File: src/rtl/dma_pkg.sv
package dma_pkg;
  // register word offsets
  localparam logic [1:0] RA_CTRL = 2'd0;
  localparam logic [1:0] RA_BASE = 2'd1;
  localparam logic [1:0] RA_STAT = 2'd2;
  localparam logic [1:0] RA_IEN  = 2'd3;
  // control register bits
  localparam int CR_RST = 0;
  localparam int CR_EN  = 1;
  localparam int CR_FB  = 2;
  localparam int CR_DIR = 3;
  // status bits
  localparam int ST_W    = 10;
  localparam int ST_TX   = 0;
  localparam int ST_RX   = 1;
  localparam int ST_BUS  = 2;
  localparam int ST_UNAV = 4;
  localparam int ST_ERR  = 5;
  localparam int ST_NORM = 8;
  localparam int ST_ABN  = 9;
  // descriptor control word bits
  localparam int CW_NOINT = 1;
  localparam int CW_LAST  = 2;
  localparam int CW_CHAIN = 4;
  localparam int CW_EOR   = 5;
  localparam int CW_OWN   = 31;

  typedef enum logic [2:0] {
    S_IDLE, S_FETCH, S_CHECK, S_RD, S_PUSH, S_PULL, S_WR, S_WBACK
  } dstate_t;
endpackage

File: src/rtl/dma_regs.sv
module dma_regs
  import dma_pkg::*;
#(
  parameter int AW = 32
) (
  input  logic          clk,
  input  logic          rst,
  input  logic          we,
  input  logic          re,
  input  logic [1:0]    addr,
  input  logic [31:0]   wdata,
  output logic [31:0]   rdata,
  input  logic          ev_tx,
  input  logic          ev_rx,
  input  logic          ev_bus,
  input  logic          ev_unav,
  output logic          start,
  output logic          srst,
  output logic [AW-1:0] list_base,
  output logic          dir,
  output logic          irq
);
  logic            en_r, fb_r;
  logic [ST_W-1:0] status, ien, set_v, clr_v;
  logic            wr_ctrl, wr_base, wr_stat, wr_ien;

  assign wr_ctrl = we && (addr == RA_CTRL);
  assign wr_base = we && (addr == RA_BASE);
  assign wr_stat = we && (addr == RA_STAT);
  assign wr_ien  = we && (addr == RA_IEN);

  always_comb begin
    set_v          = '0;
    set_v[ST_TX]   = ev_tx;
    set_v[ST_RX]   = ev_rx;
    set_v[ST_BUS]  = ev_bus;
    set_v[ST_UNAV] = ev_unav;
    set_v[ST_ERR]  = ev_bus;
    set_v[ST_NORM] = ev_tx | ev_rx;
    set_v[ST_ABN]  = ev_bus | ev_unav;
    clr_v          = wr_stat ? wdata[ST_W-1:0] : '0;
  end

  always_ff @(posedge clk) begin
    if (rst) begin
      srst <= 1'b0; start <= 1'b0; en_r <= 1'b0; fb_r <= 1'b0; dir <= 1'b0;
      list_base <= '0; status <= '0; ien <= '0; irq <= 1'b0; rdata <= '0;
    end else begin
      srst  <= wr_ctrl && wdata[CR_RST];
      start <= wr_ctrl && wdata[CR_EN] && !wdata[CR_RST];
      if (wr_ctrl) begin
        en_r <= wdata[CR_EN];
        fb_r <= wdata[CR_FB];
        dir  <= wdata[CR_DIR];
      end
      if (wr_base) list_base <= wdata[AW-1:0];
      if (wr_ien)  ien <= wdata[ST_W-1:0];
      status <= (status & ~clr_v) | set_v;
      irq    <= |(status & ien);
      if (re) begin
        unique case (addr)
          RA_CTRL: rdata <= {28'd0, dir, fb_r, en_r, srst};
          RA_BASE: rdata <= 32'(list_base);
          RA_STAT: rdata <= 32'(status);
          default: rdata <= 32'(ien);
        endcase
      end
    end
  end

  AST_UNAV_SETS: assert property (@(posedge clk) disable iff (rst)
    ev_unav |=> status[ST_UNAV] && status[ST_ABN]);
  AST_BUS_SETS: assert property (@(posedge clk) disable iff (rst)
    ev_bus |=> status[ST_BUS] && status[ST_ERR] && status[ST_ABN]);
  AST_TXDONE_SETS: assert property (@(posedge clk) disable iff (rst)
    ev_tx |=> status[ST_TX] && status[ST_NORM]);
endmodule

File: src/rtl/dma_core.sv
module dma_core
  import dma_pkg::*;
#(
  parameter int AW     = 32,
  parameter int SIZE_W = 16
) (
  input  logic          clk,
  input  logic          rst,
  input  logic          srst,
  input  logic          start,
  input  logic          dir,
  input  logic [AW-1:0] list_base,
  output logic          mem_req,
  output logic          mem_we,
  output logic [AW-1:0] mem_addr,
  output logic [31:0]   mem_wdata,
  input  logic          mem_ack,
  input  logic          mem_err,
  input  logic [31:0]   mem_rdata,
  output logic          tx_valid,
  input  logic          tx_ready,
  output logic [31:0]   tx_data,
  input  logic          rx_valid,
  output logic          rx_ready,
  input  logic [31:0]   rx_data,
  output logic          ev_tx,
  output logic          ev_rx,
  output logic          ev_bus,
  output logic          ev_unav
);
  localparam int CNT_W = SIZE_W - 1;

  dstate_t           state;
  logic [1:0]        widx;
  logic [31:0]       cw;
  logic [SIZE_W-1:0] sz1;
  logic [AW-1:0]     ptr1, ptr2, desc_addr, buf_addr, next_desc;
  logic [CNT_W-1:0]  words_left, nwords;
  logic              dir_r;

  always_comb begin
    nwords    = (sz1 == '0) ? (CNT_W'(1) << (SIZE_W - 2)) : CNT_W'(sz1[SIZE_W-1:2]);
    next_desc = cw[CW_CHAIN] ? ptr2 : (cw[CW_EOR] ? list_base : desc_addr + AW'(16));
  end

  always_ff @(posedge clk) begin
    ev_tx <= 1'b0; ev_rx <= 1'b0; ev_bus <= 1'b0; ev_unav <= 1'b0;
    if (rst || srst) begin
      state <= S_IDLE; mem_req <= 1'b0; mem_we <= 1'b0;
      tx_valid <= 1'b0; rx_ready <= 1'b0; widx <= '0; dir_r <= 1'b0;
    end else if (mem_req && mem_ack && mem_err) begin
      ev_bus <= 1'b1; mem_req <= 1'b0; mem_we <= 1'b0; state <= S_IDLE;
    end else begin
      unique case (state)
        S_IDLE: if (start) begin
          desc_addr <= list_base; dir_r <= dir; widx <= '0;
          mem_req <= 1'b1; mem_we <= 1'b0; mem_addr <= list_base; state <= S_FETCH;
        end
        S_FETCH: if (mem_ack) begin
          unique case (widx)
            2'd0: cw   <= mem_rdata;
            2'd1: sz1  <= mem_rdata[SIZE_W-1:0];
            2'd2: ptr1 <= mem_rdata[AW-1:0];
            default: ptr2 <= mem_rdata[AW-1:0];
          endcase
          if (widx == 2'd3) begin
            mem_req <= 1'b0; state <= S_CHECK;
          end else begin
            widx <= widx + 2'd1; mem_addr <= mem_addr + AW'(4);
          end
        end
        S_CHECK: begin
          buf_addr <= ptr1; words_left <= nwords;
          if (!cw[CW_OWN]) begin
            ev_unav <= 1'b1; state <= S_IDLE;
          end else if (nwords == '0) begin
            mem_req <= 1'b1; mem_we <= 1'b1; mem_addr <= desc_addr;
            mem_wdata <= cw & ~(32'd1 << CW_OWN); state <= S_WBACK;
          end else if (!dir_r) begin
            mem_req <= 1'b1; mem_we <= 1'b0; mem_addr <= ptr1; state <= S_RD;
          end else begin
            rx_ready <= 1'b1; state <= S_PULL;
          end
        end
        S_RD: if (mem_ack) begin
          mem_req <= 1'b0; tx_valid <= 1'b1; tx_data <= mem_rdata; state <= S_PUSH;
        end
        S_PUSH: if (tx_ready) begin
          tx_valid <= 1'b0; words_left <= words_left - 1'b1; buf_addr <= buf_addr + AW'(4);
          mem_req <= 1'b1;
          if (words_left == CNT_W'(1)) begin
            mem_we <= 1'b1; mem_addr <= desc_addr;
            mem_wdata <= cw & ~(32'd1 << CW_OWN); state <= S_WBACK;
          end else begin
            mem_we <= 1'b0; mem_addr <= buf_addr + AW'(4); state <= S_RD;
          end
        end
        S_PULL: if (rx_valid) begin
          rx_ready <= 1'b0; mem_req <= 1'b1; mem_we <= 1'b1;
          mem_addr <= buf_addr; mem_wdata <= rx_data; state <= S_WR;
        end
        S_WR: if (mem_ack) begin
          words_left <= words_left - 1'b1; buf_addr <= buf_addr + AW'(4);
          if (words_left == CNT_W'(1)) begin
            mem_addr <= desc_addr; mem_wdata <= cw & ~(32'd1 << CW_OWN); state <= S_WBACK;
          end else begin
            mem_req <= 1'b0; mem_we <= 1'b0; rx_ready <= 1'b1; state <= S_PULL;
          end
        end
        default: if (mem_ack) begin
          mem_we <= 1'b0;
          ev_tx <= !cw[CW_NOINT] && !dir_r;
          ev_rx <= !cw[CW_NOINT] && dir_r;
          if (cw[CW_LAST]) begin
            mem_req <= 1'b0; state <= S_IDLE;
          end else begin
            desc_addr <= next_desc; mem_addr <= next_desc; widx <= '0; state <= S_FETCH;
          end
        end
      endcase
    end
  end

  AST_MEM_HOLD: assert property (@(posedge clk) disable iff (rst || srst)
    mem_req && !mem_ack |=> mem_req && $stable(mem_addr) && $stable(mem_we));
  AST_TX_HOLD: assert property (@(posedge clk) disable iff (rst || srst)
    tx_valid && !tx_ready |=> tx_valid && $stable(tx_data));
  AST_ONE_EVENT: assert property (@(posedge clk) disable iff (rst)
    $onehot0({ev_tx, ev_rx, ev_bus, ev_unav}));
  AST_SRST_QUIET: assert property (@(posedge clk) disable iff (rst)
    srst |=> !mem_req && !tx_valid && !rx_ready);
endmodule

File: src/rtl/dma_chain_top.sv
module dma_chain_top
  import dma_pkg::*;
#(
  parameter int AW     = 32,
  parameter int SIZE_W = 16
) (
  input  logic          clk,
  input  logic          rst,
  input  logic          reg_we,
  input  logic          reg_re,
  input  logic [1:0]    reg_addr,
  input  logic [31:0]   reg_wdata,
  output logic [31:0]   reg_rdata,
  output logic          mem_req,
  output logic          mem_we,
  output logic [AW-1:0] mem_addr,
  output logic [31:0]   mem_wdata,
  input  logic          mem_ack,
  input  logic          mem_err,
  input  logic [31:0]   mem_rdata,
  output logic          tx_valid,
  input  logic          tx_ready,
  output logic [31:0]   tx_data,
  input  logic          rx_valid,
  output logic          rx_ready,
  input  logic [31:0]   rx_data,
  output logic          irq
);
  logic          ev_tx, ev_rx, ev_bus, ev_unav, start, srst, dir;
  logic [AW-1:0] list_base;

  dma_regs #(.AW(AW)) u_regs (
    .clk(clk), .rst(rst), .we(reg_we), .re(reg_re), .addr(reg_addr),
    .wdata(reg_wdata), .rdata(reg_rdata), .ev_tx(ev_tx), .ev_rx(ev_rx),
    .ev_bus(ev_bus), .ev_unav(ev_unav), .start(start), .srst(srst),
    .list_base(list_base), .dir(dir), .irq(irq)
  );

  dma_core #(.AW(AW), .SIZE_W(SIZE_W)) u_core (
    .clk(clk), .rst(rst), .srst(srst), .start(start), .dir(dir),
    .list_base(list_base), .mem_req(mem_req), .mem_we(mem_we),
    .mem_addr(mem_addr), .mem_wdata(mem_wdata), .mem_ack(mem_ack),
    .mem_err(mem_err), .mem_rdata(mem_rdata), .tx_valid(tx_valid),
    .tx_ready(tx_ready), .tx_data(tx_data), .rx_valid(rx_valid),
    .rx_ready(rx_ready), .rx_data(rx_data), .ev_tx(ev_tx), .ev_rx(ev_rx),
    .ev_bus(ev_bus), .ev_unav(ev_unav)
  );
endmodule

File: config.mk
export PLATFORM = sky130hd
export DESIGN_NAME = dma_chain_top
export DESIGN_NICKNAME = d
export VERILOG_FILES = /design/src/rtl/dma_pkg.sv /design/src/rtl/dma_regs.sv /design/src/rtl/dma_core.sv /design/src/rtl/dma_chain_top.sv
export SDC_FILE = /design/constraint.sdc
export NUM_CORES = 1
export LEC_CHECK = 0
export CORE_MARGIN = 2
export CORE_UTILIZATION = 32
export DETAILED_ROUTE_END_ITERATION = 12
export PLACE_DENSITY = 0.55
export SYNTH_ARGS = -nofsm -noshare
export SYNTH_HDL_FRONTEND = slang
export SYNTH_SLANG_ARGS = --single-unit
File: constraint.sdc
create_clock -name clk -period 8.5 [get_ports clk]
set_input_delay 1.275 -clock clk [delete_from_list [all_inputs] [get_ports clk]]
set_output_delay 1.275 -clock clk [all_outputs]
set_load 0.1 [all_outputs]
==> results of run 1 <==
[stage by stage]
stage | instances | setup slack, ns | total power, mW | util [%] | cell area, µm²
after floorplan | 1677 | 2.24 | 2.51 | - | 18200
after global placement | 2592 | 4.22 | 2.71 | 38.0 | 21400
after detailed placement | 2592 | 4.19 | 2.72 | 38.0 | 21400
after CTS | 2670 | 4.78 | 4.62 | 40.5 | 22800
after global routing | 2670 | 4.50 | 4.73 | 40.5 | 22800
final | 2670 | 4.78 | 4.58 | 40.5 | 22800
[where the power goes]
group,internal (mW),switching [mW]
clock,1.11,0.789
combinational,0.170,0.357
sequential,2.10,0.0509
total,3.38,1.20
[cell type report]
cell class                      count  area [µm²]
Clock buffer                       57        1190
Clock inverter                     21         226
Fill cell                        5420       33500
Inverter                           24        90.1
Multi-Input combinational cell   1160        7080
Sequential cell                   391       10700
Tap cell                          756         946
Timing Repair Buffer              261        2550
[logic make-up (layout without fill, tap and decap cells)]
kind of cell	Yosys count	in the layout	share of synthesized area [%]
AOI/OAI and AO/OA	390	390	13.5
muxes	67	67	4.24
buffers and inverters	126	363	2.68
and+or+nand+nor	602	602	15.7
DFF	391	391	58.8
xor gates and xnor gates	92	92	4.43
adders and majority gates	9	9	0.619
[state kept, by name, indices dropped and copies added (netlist names), 2 cells and up]
register           count
u_core.cw             32
u_core.state           3
u_core.words_left     15
u_core.buf_addr       32
u_core.widx            2
u_regs.status         10
u_core.desc_addr      32
u_regs.list_base      32
u_core.tx_data        32
u_core.mem_wdata      32
u_core.sz1            16
u_regs.ien            10
u_regs.rdata          32
u_core.mem_addr       32
u_core.ptr2           32
u_core.ptr1           32
[worst reg2reg max path, delay by kind of cell, from the launching register on]
family,cells,cell delay [ns]
AOI/OAI and AO/OA,3,1.06
buffers and inverters,3,1.31
DFF,1,0.80
[synthesized netlist by cell type, types with 8 or more instances]
master / count
a2bb2oi_1: 10
o221ai_1: 10
buf_2: 12
nand4_1: 31
ha_1: 9
a211oi_1: 17
and2_1: 13
nor3_1: 23
mux2_2: 40
o22ai_1: 9
inv_1: 23
a31oi_1: 10
a22oi_1: 29
xor2_1: 28
nor4_1: 10
o21ai_0: 64
mux2i_1: 23
a221oi_1: 37
nor2_1: 136
edfxtp_1: 287
a21oi_1: 166
nor2b_1: 24
dfxtp_1: 104
buf_1: 10
nand2_1: 254
xnor2_1: 64
and3_1: 21
a32oi_1: 8
clkbuf_1: 80
a221o_1: 9
nand3_1: 34
and4_1: 13
nand2b_1: 8
[layer usage]
layer,vias to the layer above,part of all wire [%],track usage [%]
li1,6634,-,-
met3,91,8.2,4.32
met2,613,42,28.5
met4,0,2.7,6.43
met5,-,0,0
met1,6828,47,28.1
[worst min path at each step]
stage | from | endpoint | slack (ns)
after global placement | u_regs.status[6] | u_regs.status[6] | 0.45
after floorplan | u_regs.en_r | u_regs.en_r | 0.43
after detailed placement | u_regs.fb_r | u_regs.fb_r | 0.45
final | u_regs.fb_r | u_regs.fb_r | 0.46
after CTS | u_regs.fb_r | u_regs.fb_r | 0.46
after global routing | u_regs.fb_r | u_regs.fb_r | 0.49
==> run metrics, run 1 <==
Port Buffer Count=238; H-tree levels=2; Hold Buf Count CTS=0; highest-count cells in the layout ignoring fill and taps=edfxtp_1 (287), nand2_1 (254), clkdlybuf4s50_1 (237); clock root buffer=clkbuf_16; maximum ir drop on the vdd rail=0.129 mV; status=complete, no violations; CP max FO=91; antenna-violating nets left=0; R2R setup slack=4.93 ns; die width=242 µm; Core Rows=87; DRC=0; Yosys cell types=65; area leader, netlist=edfxtp_1; top cells by area, synth=edfxtp_1 (47%), dfxtp_1 (11%), nand2_1 (5.2%); Max-Cap Viols=0; DIE HEIGHT=242 µm; f_max=269 MHz; EDFF count, synth=287; Resized cells post-CTS=0; Final Critical Period=3.72 ns; Inserted Diodes=0; clock skew=0.0135 ns; dpl hpwl=41,300 µm; commonest non-fill, non-tap cell in the layout=edfxtp_1; GRT Total Usage=19.4%; crit end category=register; first-pass GRT wire length=88,000 µm; Slew @ Worst Pin=1.13 ns; crit-path leading delay family=simple AND/OR/NAND/NOR gates; Max clock buf depth=3; CP max stage delay=0.73 ns; Iter 0 DRT Violations=1,471; Critical R2R Launch=u_core.state[2]; #FFs+latches synth=391; Final setup viols=0; routed wire length=58,300 µm; critical path depth=7; Synth Flop Type=edfxtp_1; CP required=8.69 ns; CTS Buf Count=44; vias per cell=5.31; placer congestion estimate=0.856; hold violation count in the final report=0; routed len/inst=21.8 µm; number of global-route vias before repair=13.7k; Max Transition Viols Final=0; clock latency on the worst-skew pair=0.58 ns; CP startpoint=rst; CTS tree=done; Register-to-Register Path Depth=6; crit path kind=primary input to register; CP Buf/Inv Count=2; hold_ws=0.464 ns; Cell Pwr Density=201 nW/µm²; Setup crit end=u_core.cw[16]; Static Leak=7.52 nW; initial antenna violation count=0; async set or reset register ratio after synthesis=0%; register area share after synthesis=58.8%; IO Pins=239; pin count of the biggest net entering global routing=92; Mapped Area=18,200 µm²; Final Cycle Share=43.8%; Synth Warn #=0; synthesized instance count=1,677; Nets=1,997; core area=56,300 µm²; P&R area growth vs syn=25.2%; Pre-antenna DRT Iters=6; Worst Path Arrival=3.91 ns; Slew headroom=24.9%; Synth Area per Inst=10.9 µm²; Slowest-stage cell, CP=and2_2; share of the synthesized area in the top cell type=47.4%; Mapped Nets=1,792; hold crit path type=register to register; share of layout cells above drive strength 1=8.25%; CP Cell Sequence=buf_2 > buf_4 > or2_2 > nor2b_1 > nand2_1 > nor2_1 > and2_2; critical path startpoint category=primary input; die footprint=58,800 µm²; TNS Setup=0 ns; Clock Pin Slew Worst Setup and Hold Paths=0.06 ns; DR vias=14.2k; postcts setup bufs=0; RSZ-0062 raised after global routing=no; Hold Path Stages=2; Starting Density=32.3%; total gr overflow=0; R2R Path End=u_core.mem_addr[30]; number of clock sinks=391
No activity file was read; power rests on OpenSTA's default activity.
==> run 2, diff against run 1 <==
- clock period: 8.5 -> 3.87 ns (I/O delays scaled with it)
==> run 2 against run 1 <==
Die area stayed put. Design area rose by 1.0%. Largest power group unchanged. Cell count increased by 0.82%. Largest cell class unchanged. Register-to-register slack got worse by 4.3 ns. Highest routed layer unchanged. Clock-buffer cell count unchanged. Non-clock buffer count grew 15. Critical path depth down 1. Flip-flop and latch count is the same.
==> run metrics, run 2 (synthesis gave the netlist of run 1 again) <==
Slew @ Worst Pin=1.28 ns; initial antenna violation count=0; Resized cells post-CTS=0; Slew headroom=14.4%; CP max FO=30; Max-Cap Viols=0; highest-count cells in the layout ignoring fill and taps=edfxtp_1 (287), nand2_1 (254), clkdlybuf4s50_1 (237); Filler cells=5,429; worst slack, placed=0.486 ns; hold violation count in the final report=0; CP required=4.08 ns; Core Rows=87; Port Buffer Count=238; critical path startpoint category=register; antenna-violating nets left=0; status=complete, no violations; Max Transition Viols Final=0; first-pass GRT wire length=88,500 µm; H-tree levels=2; Register-to-Register Path Depth=6; DR vias=14.2k; f_max=313 MHz; number of global-route vias before repair=13.9k; fin util=40.9%; Worst Path Arrival=3.41 ns; Static Leak=7.64 nW; routed len/inst=21.9 µm; maximum ir drop on the vdd rail=0.316 mV; die footprint=58,800 µm²; dpl hpwl=42,500 µm; routed wire length=59,000 µm; core area=56,300 µm²; Final Cycle Share=82.7%; crit path kind=register to register; vias per cell=5.29; final worst slack=0.671 ns; Max clock buf depth=3; Hold Buf Count CTS=0; total gr overflow=0; Hold Path Stages=2; placer congestion estimate=0.889; clock skew=0.0296 ns; Starting Density=32.3%; Cell Pwr Density=442 nW/µm²; postcts setup bufs=0; Final setup viols=0; DRC=0; hold crit path type=register to register; Pre-antenna DRT Iters=5; clock root buffer=clkbuf_16; Nets=2,014; P&R area growth vs syn=26.5%; CTS tree=done; CTS Buf Count=46; die width=242 µm; Clock Pin Slew Worst Setup and Hold Paths=0.06 ns; pin count of the biggest net entering global routing=91; share of layout cells above drive strength 1=9.41%; GRT Total Usage=19.6%; number of clock sinks=391; commonest non-fill, non-tap cell in the layout=edfxtp_1; RSZ-0062 raised after global routing=no; DIE HEIGHT=242 µm; clock latency on the worst-skew pair=0.60 ns; crit end category=register; Iter 0 DRT Violations=1,436; Final Critical Period=3.20 ns; IO Pins=239
==> run 2: changes by cell type in the layout (fill, tap and decap cells not counted), moves of 2 or more <==
cell	change
buf_4	+14
clkbuf_1	-5
clkinv_2	+5
clkbuf_8	+3
clkinv_1	+3
bufinv_16	-2
clkbuf_16	+2
inv_6	-2
==> run 2: final timing paths <==
kind                                      start                  end  slack [ns]
worst max-delay path            u_core.state[0]  u_core.mem_addr[28]        0.67
worst min-delay path                u_regs.en_r          u_regs.en_r        0.46
worst max register to register  u_core.state[0]  u_core.mem_addr[28]        0.67
worst min register to register      u_regs.en_r          u_regs.en_r        0.46
==> run 2: area by class of cell <==
| type | instances | area, µm² | area share, % |
|---|---|---|---|
| Antenna cell | 1 | 2.50 | 0.0109 |
| Clock buffer | 57 | 1260 | 5.49 |
| Clock inverter | 27 | 234 | 1.02 |
| Inverter | 24 | 90.1 | 0.391 |
| Multi-Input combinational cell | 1160 | 7100 | 30.9 |
| Sequential cell | 391 | 10700 | 46.5 |
| Tap cell | 756 | 946 | 4.11 |
| Timing Repair Buffer | 276 | 2680 | 11.6 |
==> run 2: through the flow <==
step	std cells	total power [mW]	area (µm²)	hold WS (ns)	TNS (ns)
final	2692	10.2	23000	0.461	0
after global placement	2607	5.97	21500	0.452	0
after detailed placement	2607	5.99	21500	0.457	0
after floorplan	1677	5.52	18200	0.433	-7.23
after global routing	2691	10.6	23000	0.494	0
after CTS	2691	10.3	23000	0.466	0
==> run 2: metal layers <==
layer | part of all wire, % | track usage, % | vias to the layer above
met3 | 9.0 | 5.14 | 76
met2 | 43 | 29.6 | 586
met5 | 0 | 0 | -
met1 | 45 | 27.6 | 6908
met4 | 2.3 | 5.54 | 0
li1 | - | - | 6664
==> run 2: where the power goes <==
part	leakage [nW]	total, mW	internal [mW]	switching, mW
Sequential	3.44	4.74	4.61	0.123
Combinational	3.47	1.17	0.387	0.779
Clock	0.738	4.27	2.47	1.80
Total	7.64	10.2	7.47	2.71
==> run 2: critical path: stages (launching register included) <==
cell and delay (ns):
dfxtp_1 0.91, mux2_2 0.31, mux2i_1 0.07, o21ai_0 0.49, o21ai_0 0.32, a211oi_4 0.24
buf_4 0.46
